--- config.mk ---
export PLATFORM = sky130hd
export DESIGN_NAME = bat_failsafe_sup
export DESIGN_NICKNAME = d
export VERILOG_FILES = /design/src/rtl/bfs_pkg.sv /design/src/rtl/bfs_sync.sv /design/src/rtl/bfs_cycle_timer.sv /design/src/rtl/bfs_fs_latch.sv /design/src/rtl/bat_failsafe_sup.sv
export SDC_FILE = /design/constraint.sdc
export NUM_CORES = 1
export LEC_CHECK = 0
export ABC_AREA = 1
export ABC_CLOCK_PERIOD_IN_PS = 2750
export BUFFER_PORTS_ARGS = -buffer_cell sky130_fd_sc_hd__buf_2
export CAP_MARGIN = 25
export CORE_MARGIN = 3
export CORE_UTILIZATION = 58
export DETAILED_ROUTE_END_ITERATION = 8
export HOLD_SLACK_MARGIN = 0.12
export PLACE_DENSITY_LB_ADDON = 0.05
export SYNTH_ARGS = -nofsm -noshare
export SYNTH_HDL_FRONTEND = slang
export SYNTH_SLANG_ARGS = --single-unit
--- constraint.sdc ---
create_clock -name clk -period 2.75 [get_ports clk]
set_input_delay 0.275 -clock clk [delete_from_list [all_inputs] [get_ports clk]]
set_output_delay 0.275 -clock clk [all_outputs]
set_load 0.01 [all_outputs]
--- src/rtl/bfs_pkg.sv ---
package bfs_pkg;

  typedef enum logic [1:0] {
    MODE_IDLE   = 2'b00,
    MODE_CHARGE = 2'b01,
    MODE_DISCH  = 2'b10,
    MODE_IDLE2  = 2'b11
  } mode_e;

  localparam int NFLAG   = 4;
  localparam int ST_W    = 9;
  localparam int B_MCV   = 3;
  localparam int B_EDV   = 4;
  localparam int B_HOT   = 5;
  localparam int B_COLD  = 6;
  localparam int B_TOUT  = 7;
  localparam int B_FS    = 8;

  // tick limit for a timeout code; code zero turns the timeout off
  function automatic int unsigned tick_limit(input logic [2:0] code,
                                             input int unsigned base);
    if (code == 3'd0) return 0;
    return base << (int'(code) - 1);
  endfunction

endpackage

--- src/rtl/bfs_sync.sv ---
module bfs_sync #(
  parameter int W = 4
) (
  input  logic         clk,
  input  logic         rst_n,
  input  logic [W-1:0] async_i,
  output logic [W-1:0] sync_o
);
  for (genvar g = 0; g < W; g++) begin : g_bit
    logic meta_q, stab_q;
    always_ff @(posedge clk or negedge rst_n) begin
      if (!rst_n) begin
        meta_q <= 1'b0;
        stab_q <= 1'b0;
      end else begin
        meta_q <= async_i[g];
        stab_q <= meta_q;
      end
    end
    assign sync_o[g] = stab_q;
  end
endmodule

--- src/rtl/bfs_cycle_timer.sv ---
module bfs_cycle_timer #(
  parameter int unsigned PRESCALE   = 1000,
  parameter int unsigned BASE_TICKS = 64,
  localparam int CNT_W = $clog2((BASE_TICKS << 6) + 1),
  localparam int PS_W  = (PRESCALE > 1) ? $clog2(PRESCALE) : 1
) (
  input  logic       clk,
  input  logic       rst_n,
  input  logic       start_i,
  input  logic       run_i,
  input  logic [2:0] to_sel_i,
  output logic       tout_o
);
  import bfs_pkg::*;

  logic [CNT_W-1:0] lim_tab [8];
  logic [CNT_W-1:0] lim;
  logic [CNT_W-1:0] cnt_q;
  logic             tout_q;
  logic             tick;

  for (genvar g = 0; g < 8; g++) begin : g_lim
    assign lim_tab[g] = CNT_W'(tick_limit(3'(g), BASE_TICKS));
  end
  assign lim = lim_tab[to_sel_i];

  if (PRESCALE <= 1) begin : g_nops
    assign tick = run_i;
  end else begin : g_ps
    logic [PS_W-1:0] ps_q;
    always_ff @(posedge clk or negedge rst_n) begin
      if (!rst_n)        ps_q <= '0;
      else if (start_i)  ps_q <= '0;
      else if (run_i)    ps_q <= (ps_q == PS_W'(PRESCALE - 1)) ? '0 : ps_q + 1'b1;
    end
    assign tick = run_i && (ps_q == PS_W'(PRESCALE - 1));
  end

  always_ff @(posedge clk or negedge rst_n) begin
    if (!rst_n) begin
      cnt_q  <= '0;
      tout_q <= 1'b0;
    end else if (start_i) begin
      cnt_q  <= '0;
      tout_q <= 1'b0;
    end else if (tick && (lim != '0) && !tout_q) begin
      if (({1'b0, cnt_q} + 1'b1) >= {1'b0, lim}) begin
        cnt_q  <= lim;
        tout_q <= 1'b1;
      end else begin
        cnt_q  <= cnt_q + 1'b1;
      end
    end
  end

  assign tout_o = tout_q;

  // a start empties the timer
  a_r4_start_clears: assert property (@(posedge clk) disable iff (!rst_n)
    start_i |=> (cnt_q == '0) && !tout_q);
  // timeout stays until the next start
  a_r5_tout_sticky: assert property (@(posedge clk) disable iff (!rst_n)
    tout_q && !start_i |=> tout_q);
  // no counting while stopped
  a_r10_frozen: assert property (@(posedge clk) disable iff (!rst_n)
    !run_i && !start_i |=> $stable(cnt_q));
endmodule

--- src/rtl/bfs_fs_latch.sv ---
module bfs_fs_latch (
  input  logic             clk,
  input  logic             rst_n,
  input  bfs_pkg::mode_e   mode_i,
  input  logic             mcv_i,
  input  logic             edv_i,
  input  logic             hot_i,
  input  logic             cold_i,
  input  logic             tout_i,
  input  logic             clr_i,
  output logic             fs_o
);
  import bfs_pkg::*;

  logic common, qualify, fs_q;

  assign common = hot_i | cold_i | tout_i;

  always_comb begin
    unique case (mode_i)
      MODE_CHARGE: qualify = common | mcv_i;
      MODE_DISCH:  qualify = common | edv_i;
      default:     qualify = 1'b0;
    endcase
  end

  always_ff @(posedge clk or negedge rst_n) begin
    if (!rst_n)       fs_q <= 1'b0;
    else if (qualify) fs_q <= 1'b1;
    else if (clr_i)   fs_q <= 1'b0;
  end

  assign fs_o = fs_q;

  // set beats clear on the same edge
  a_r9_set_wins: assert property (@(posedge clk) disable iff (!rst_n)
    qualify |=> fs_q);
  // held until cleared
  a_r9_sticky: assert property (@(posedge clk) disable iff (!rst_n)
    fs_q && !clr_i |=> fs_q);
  // idle never sets the flag
  a_r8_idle_no_set: assert property (@(posedge clk) disable iff (!rst_n)
    (mode_i != MODE_CHARGE) && (mode_i != MODE_DISCH) && !fs_q |=> !fs_q);
endmodule

--- src/rtl/bat_failsafe_sup.sv ---
module bat_failsafe_sup #(
  parameter int unsigned PRESCALE   = 1000,
  parameter int unsigned BASE_TICKS = 64
) (
  input  logic       clk,
  input  logic       rst_n,
  input  logic [1:0] mode_i,
  input  logic       start_i,
  input  logic [2:0] to_sel_i,
  input  logic       fs_clr_i,
  input  logic       mcv_raw_i,
  input  logic       edv_raw_i,
  input  logic       htf_raw_i,
  input  logic       ltf_raw_i,
  output logic [8:0] status_o,
  output logic       halt_o
);
  import bfs_pkg::*;

  mode_e            mode;
  logic [NFLAG-1:0] raw, flg;
  logic             tout, fs, run;

  assign mode = mode_e'(mode_i);
  assign raw  = {ltf_raw_i, htf_raw_i, edv_raw_i, mcv_raw_i};

  bfs_sync #(.W(NFLAG)) u_sync (
    .clk(clk), .rst_n(rst_n), .async_i(raw), .sync_o(flg)
  );

  assign run = ((mode == MODE_CHARGE) || (mode == MODE_DISCH)) && !fs;

  bfs_cycle_timer #(.PRESCALE(PRESCALE), .BASE_TICKS(BASE_TICKS)) u_timer (
    .clk(clk), .rst_n(rst_n), .start_i(start_i), .run_i(run),
    .to_sel_i(to_sel_i), .tout_o(tout)
  );

  bfs_fs_latch u_fs (
    .clk(clk), .rst_n(rst_n), .mode_i(mode),
    .mcv_i(flg[0]), .edv_i(flg[1]), .hot_i(flg[2]), .cold_i(flg[3]),
    .tout_i(tout), .clr_i(fs_clr_i), .fs_o(fs)
  );

  always_comb begin
    status_o         = '0;
    status_o[B_MCV]  = flg[0];
    status_o[B_EDV]  = flg[1];
    status_o[B_HOT]  = flg[2];
    status_o[B_COLD] = flg[3];
    status_o[B_TOUT] = tout;
    status_o[B_FS]   = fs;
  end

  assign halt_o = fs;

  // a charge-mode timeout trips the fail-safe on the next edge
  a_r6_tout_trips: assert property (@(posedge clk) disable iff (!rst_n)
    tout && (mode == MODE_CHARGE) |=> status_o[B_FS]);
endmodule

# --- After elaboration in Yosys (flattened, before gate mapping) ---
# Memories as Yosys holds them, arrays and structs flattened.
# Index checks and enable logic that the tools add are counted.
word_totals:
  mem_bits_ro: 104
  out_inout_bits: 10
  in_bits: 13
  wordCells: 53
  n_memories: 1
  reg_bits: 33
classes:
  bitwise: 5
  eq_ne: 3
  n_reduce_logical: 13
  n_mux: 14
  n_addsub: 3
  magnitude_cmp: 2
memory_table:
  columns: ["memory", "depth", "word_bits", "rd", "rd_ports_with_merged_regs", "wr", "line_no", "rtl"]
  rows:
  - ["(name not given)", 8, 13, 1, 0, 0, "bfs_cycle_timer.sv:25", "assign lim = lim_tab[to_sel_i];"]
ops:
  columns: ["cell", "n"]
  rows:
  - ["13-bit 2-to-1 mux", 5]
  - ["10-bit 2-to-1 mux", 3]
  - ["13-bit by 1-bit adder with 14-bit output (second input constant)", 1]
  - ["14-bit by 13-bit greater-or-equal comparator with 1-bit output", 1]
  - ["13-bit by 1-bit adder with 13-bit output (second input constant)", 1]
  - ["13-bit nonzero test", 1]
  - ["10-bit by 1-bit adder with 10-bit output (second input constant)", 1]
  - ["10-bit equality test (second input constant)", 1]
  - ["2-bit nonzero test", 4]
  - ["1-bit 2-to-1 mux", 5]
  - ["4-bit greater-or-equal comparator (second input constant)", 1]
  - ["1-bit logical AND", 4]
  - ["3-bit NOT with 4-bit output", 1]
  - ["1-bit OR", 4]
  - ["2-bit by 1-bit equality test with 1-bit output (second input constant)", 1]
  - ["2-bit equality test (second input constant)", 1]
  - ["1-bit logical NOT", 2]
  - ["1-bit case mux with 2 select lines", 1]
  - ["2-bit AND reduction", 1]
  - ["1-bit logical OR", 1]

# --- Depth between registers and ports, before layout ---
logic_depth:
  ltp_word: 9
  mapped_depth: 18

# --- By module ---
# Synthesis repeated with hierarchy kept, for this count alone.
hier_totals:
  hier_cells: 285
  hier_area_um2: 2139.6
modules_own_cells:
  columns: ["module", "area_per_inst_um2", "n_inst", "cells_per_inst"]
  rows:
  - ["bfs_cycle_timer", 1761.7, 1, 247]
  - ["bfs_sync", 230.2, 1, 12]
  - ["bfs_fs_latch", 87.6, 1, 15]
  - ["bat_failsafe_sup", 60.1, 1, 11]

# --- Least setup slack after synthesis ---
# No wires, ideal clock.
synth_path:
  path_kind: "flip-flop to flip-flop"
  from: "register u_timer.cnt_q[0]"
  to: "register u_timer.cnt_q[0]"
  path_slack_ns: 0.407
  arrival_time_ns: 2.227
  synth_period_minus_slack_ns: 2.343
  path_buffers: 1
  stages_incl_launch_ff: 18
  cell_sequence: "dfrtp_1 > ha_1 > nand2_1 > nor3_1 > a21oi_1 > ha_1 > nand2_1 > nor2_1 > nand3_1 > nor2_1 > nand3_1 > nand2_1 > nand2_4 > nand2_4 > buf_6 > nor2_4 > nand2_1 > nand2_1"
synth_via:
  elab_chain_len: 5
synth_lines:
  columns: ["item", "line_no", "rtl"]
  rows:
  - ["start, declared", "bfs_cycle_timer.sv:18", "logic [CNT_W-1:0] cnt_q;"]
  - ["start signal, assigned", "bfs_cycle_timer.sv:48", "cnt_q <= lim;"]
  - ["start signal, assigned", "bfs_cycle_timer.sv:51", "cnt_q <= cnt_q + 1'b1;"]
  - ["13-bit by 1-bit adder with 14-bit output", "bfs_cycle_timer.sv:47", "if (({1'b0, cnt_q} + 1'b1) >= {1'b0, lim}) begin"]
  - ["14-bit by 13-bit greater-or-equal comparator with 1-bit output", "bfs_cycle_timer.sv:47", null]
  - ["13-bit 2-to-1 mux *", "bfs_cycle_timer.sv:47", null]
  - ["13-bit 2-to-1 mux *", "bfs_cycle_timer.sv:46", "end else if (tick && (lim != '0) && !tout_q) begin"]
  - ["13-bit 2-to-1 mux *", "bfs_cycle_timer.sv:43", "end else if (start_i) begin"]
# Mark *: on every way between the ends. The rest lies on a longest branch, timed or not. The select of a mux whose other input is x is not followed.
# A chain may end at the register's enable or synchronous reset.

# --- Worst setup path after layout ---
layout_path:
  from: "register u_timer.cnt_q[0]"
  to: "register u_timer.cnt_q[1]"
# The elaborated chain is that of the path after synthesis.

==> out/results.tsv <==
metric	value	unit
ant_nets	0	
yosysWarnings	0	
fin_area	2406	um2
dr.pass1.iters	4	
ir_worst_vdd	0.4046	mV
core_area	3416	um2
synth_edf_count	0	
maxSlewViolCount	0	
final_common_cell	nand2_1	
min_period	2.515	ns
syn_area_per_cell	7.643	um2
grt_pass1_wl	7.603	mm
worst_pin_slew	0.7316	ns
grt_max_degree	34	
nets	325	
cts_tree	built	
setup_viol_count_final	0	
p_total	1083	uW
antenna_cells	0	
first_global_vias	1719	
cts-buffers-inserted	5	
start_util	61.98	%
whs	0.1581	ns
p_leak	0.001222	uW
routed_wl	4.402	mm
power.density	450.2	nW/um2
synthArstFlopShare	100.0	%
hp-class	in -> reg	
worst-path-stages	17	
startpoint_type	flop	
critPathRequiredTime	2.99	ns
routed_via_density	5.138	
reg2reg_depth	17	
slew_headroom	51.23	%
crit_slowest_cell	dfrtp_1	
crit_top_cell	nand2_1	
path_buf_inv	0	
hold_depth	2	
ys_seq_area_share	39.01	%
fin_util	70.44	%
syn_inst	277	
antenna_found_initial	0	
fin_tns_setup	0	ns
ys_types	35	
area_delta_synth_final	13.65	%
cp_top_family	simple AND/OR/NAND/NOR gates	
cts_buffer_depth	2	
h-tree-depth	2	
skew	0.01210	ns
drt_iter0_markers	151	
max_freq	397.6	MHz
clkTransAtPathRegs	0.11	ns
netlist_area	2117	um2
rsz0062_at_grt	no	
r2r_slack	0.24	ns
worstPathMaxFanout	11	
die_area	4411	um2
place_area	2205	um2
port-buffer-count	19	
drive_gt1_share	14.52	%
ys_seq_elements	33	
drv_cap	0	
cp-startpoint	u_timer.cnt_q[0]	
hp-start	start_i	
drcViolationCount	0	
crit_chain	ha_1 > nand2_1 > nor2_2 > a21oi_1 > a21oi_1 > ha_1 > nand2_1 > nor2_1 > nand3_1 > nor2_1 > nand3_1 > nand2_1 > nand2_4 > nand2_8 > nor2_1 > nand2_1 > nand2_1	
wl_per_cell	12.61	um
finalHoldViolations	0	
dp_hpwl	3.194	mm
gp_congestion	0.9231	
ios	23	
whs_endpoint	u_timer.g_ps.ps_q[2]	
root_buffer	clkbuf_4	
cts.sinks	33	
num_vias	1793	
globalRouteTotalUtil	22.81	%
yosys_most_used_dff	dfrtp_1	
status	complete, no violations	
cp.arrival	2.76	ns
regToRegEndpoint	u_timer.cnt_q[1]	
grt_overflow	0	
finalCritPeriodShare	91.45	%
die_h	66.42	um
r2r-start	u_timer.cnt_q[0]	
crit_type	reg -> reg	
die_x	66.42	um
mostFrequentLayoutCells	63 x nand2_1, 41 x inv_1, 31 x dfrtp_1	
rows	21	
worst_path_largest_cell_delay	0.43	ns
end_kind	flop	
clk_latency	0.35	ns
## layout make-up
class / count / area, um2
Fill cell: 298 / 1010
Clock inverter: 3 / 68.82
Inverter: 42 / 157.7
Clock buffer: 5 / 37.54
Multi-Input combinational cell: 192 / 1079
Sequential cell: 33 / 828.3
Timing Repair Buffer: 28 / 177.7
Tap cell: 46 / 57.56
## synthesized netlist by cell type (2+ instances only)
cell      number  area share [%]
a21oi_1       11             2.6
buf_4          9             3.2
dfrtp_1       33              39
ha_1          10             5.9
inv_1         41             7.3
nand2_1       63              11
nand2_4        2             1.1
nand3_1       22             5.2
nand4_1       11             3.3
nor2_1        29             5.1
nor2_2         2            0.59
nor3_1        11             2.6
o21ai_0        2            0.47
o21bai_1       2            0.71
o22ai_1        3            0.89
xnor2_1        2            0.83
xor2_1         6             2.5
## state kept, by name, indices dropped and copies added (netlist names)
signal	cells
u_fs.fs_o	1
u_sync.g_bit.meta_q	4
u_sync.g_bit.stab_q	4
u_timer.cnt_q	13
u_timer.g_ps.ps_q	10
u_timer.tout_o	1
## through the flow
step / cells / setup slack (ns)
2_1_floorplan: 279 / 0.4067
3_3_place_gp: 334 / 0.2182
3_5_place_dp: 334 / 0.1163
4_1_cts: 348 / 0.06665
5_1_grt: 349 / 0.01152
6_report: 349 / 0.2351
## how the worst max path moves through the flow
stage	endpoint
2_1_floorplan	u_timer.cnt_q[0]
3_3_place_gp	u_timer.cnt_q[4]
5_1_grt	u_timer.cnt_q[1]
6_report	u_timer.cnt_q[1]
3_5_place_dp	u_timer.cnt_q[1]
4_1_cts	u_timer.cnt_q[1]
## kinds of logic (layout without fill, tap and decap cells)
| kind of cell | Yosys count | in the layout | share of synthesized area [%] |
|---|---|---|---|
| flip-flops | 33 | 33 | 39.01 |
| AND/OR/NAND/NOR | 146 | 146 | 32.51 |
| AO/OA/AOI/OAI | 24 | 24 | 6.974 |
| XOR/XNOR | 8 | 8 | 3.310 |
| other | 1 | 3 | 0.1771 |
| buffers and inverters | 54 | 78 | 11.58 |
| adder cells (fa/ha/maj) | 10 | 10 | 5.910 |
| multiplexers | 1 | 1 | 0.5319 |
## per-layer routing
layer,wire length [um],global-route usage (%),up-vias
met1,2128,30.31,811
met3,212,5.612,9
met4,90,7.360,0
met2,1970,36.31,33
met5,0,0,-
li1,-,-,940
## power by group
part           total [uW]  switching (uW)  internal [uW]
clock network         473             187            286
registers             502            6.28            495
logic                 108            72.1           36.4
total                1080             265            818
## timing repair
item | CTS | global route
resized for setup | 0 | 6
hold buffers | 6 | 0
setup buffers | 0 | 1
endpoints found under the hold margin | 38 | 0
endpoints found under the setup margin | 0 | 14
Power figures use the tool's default switching activity.
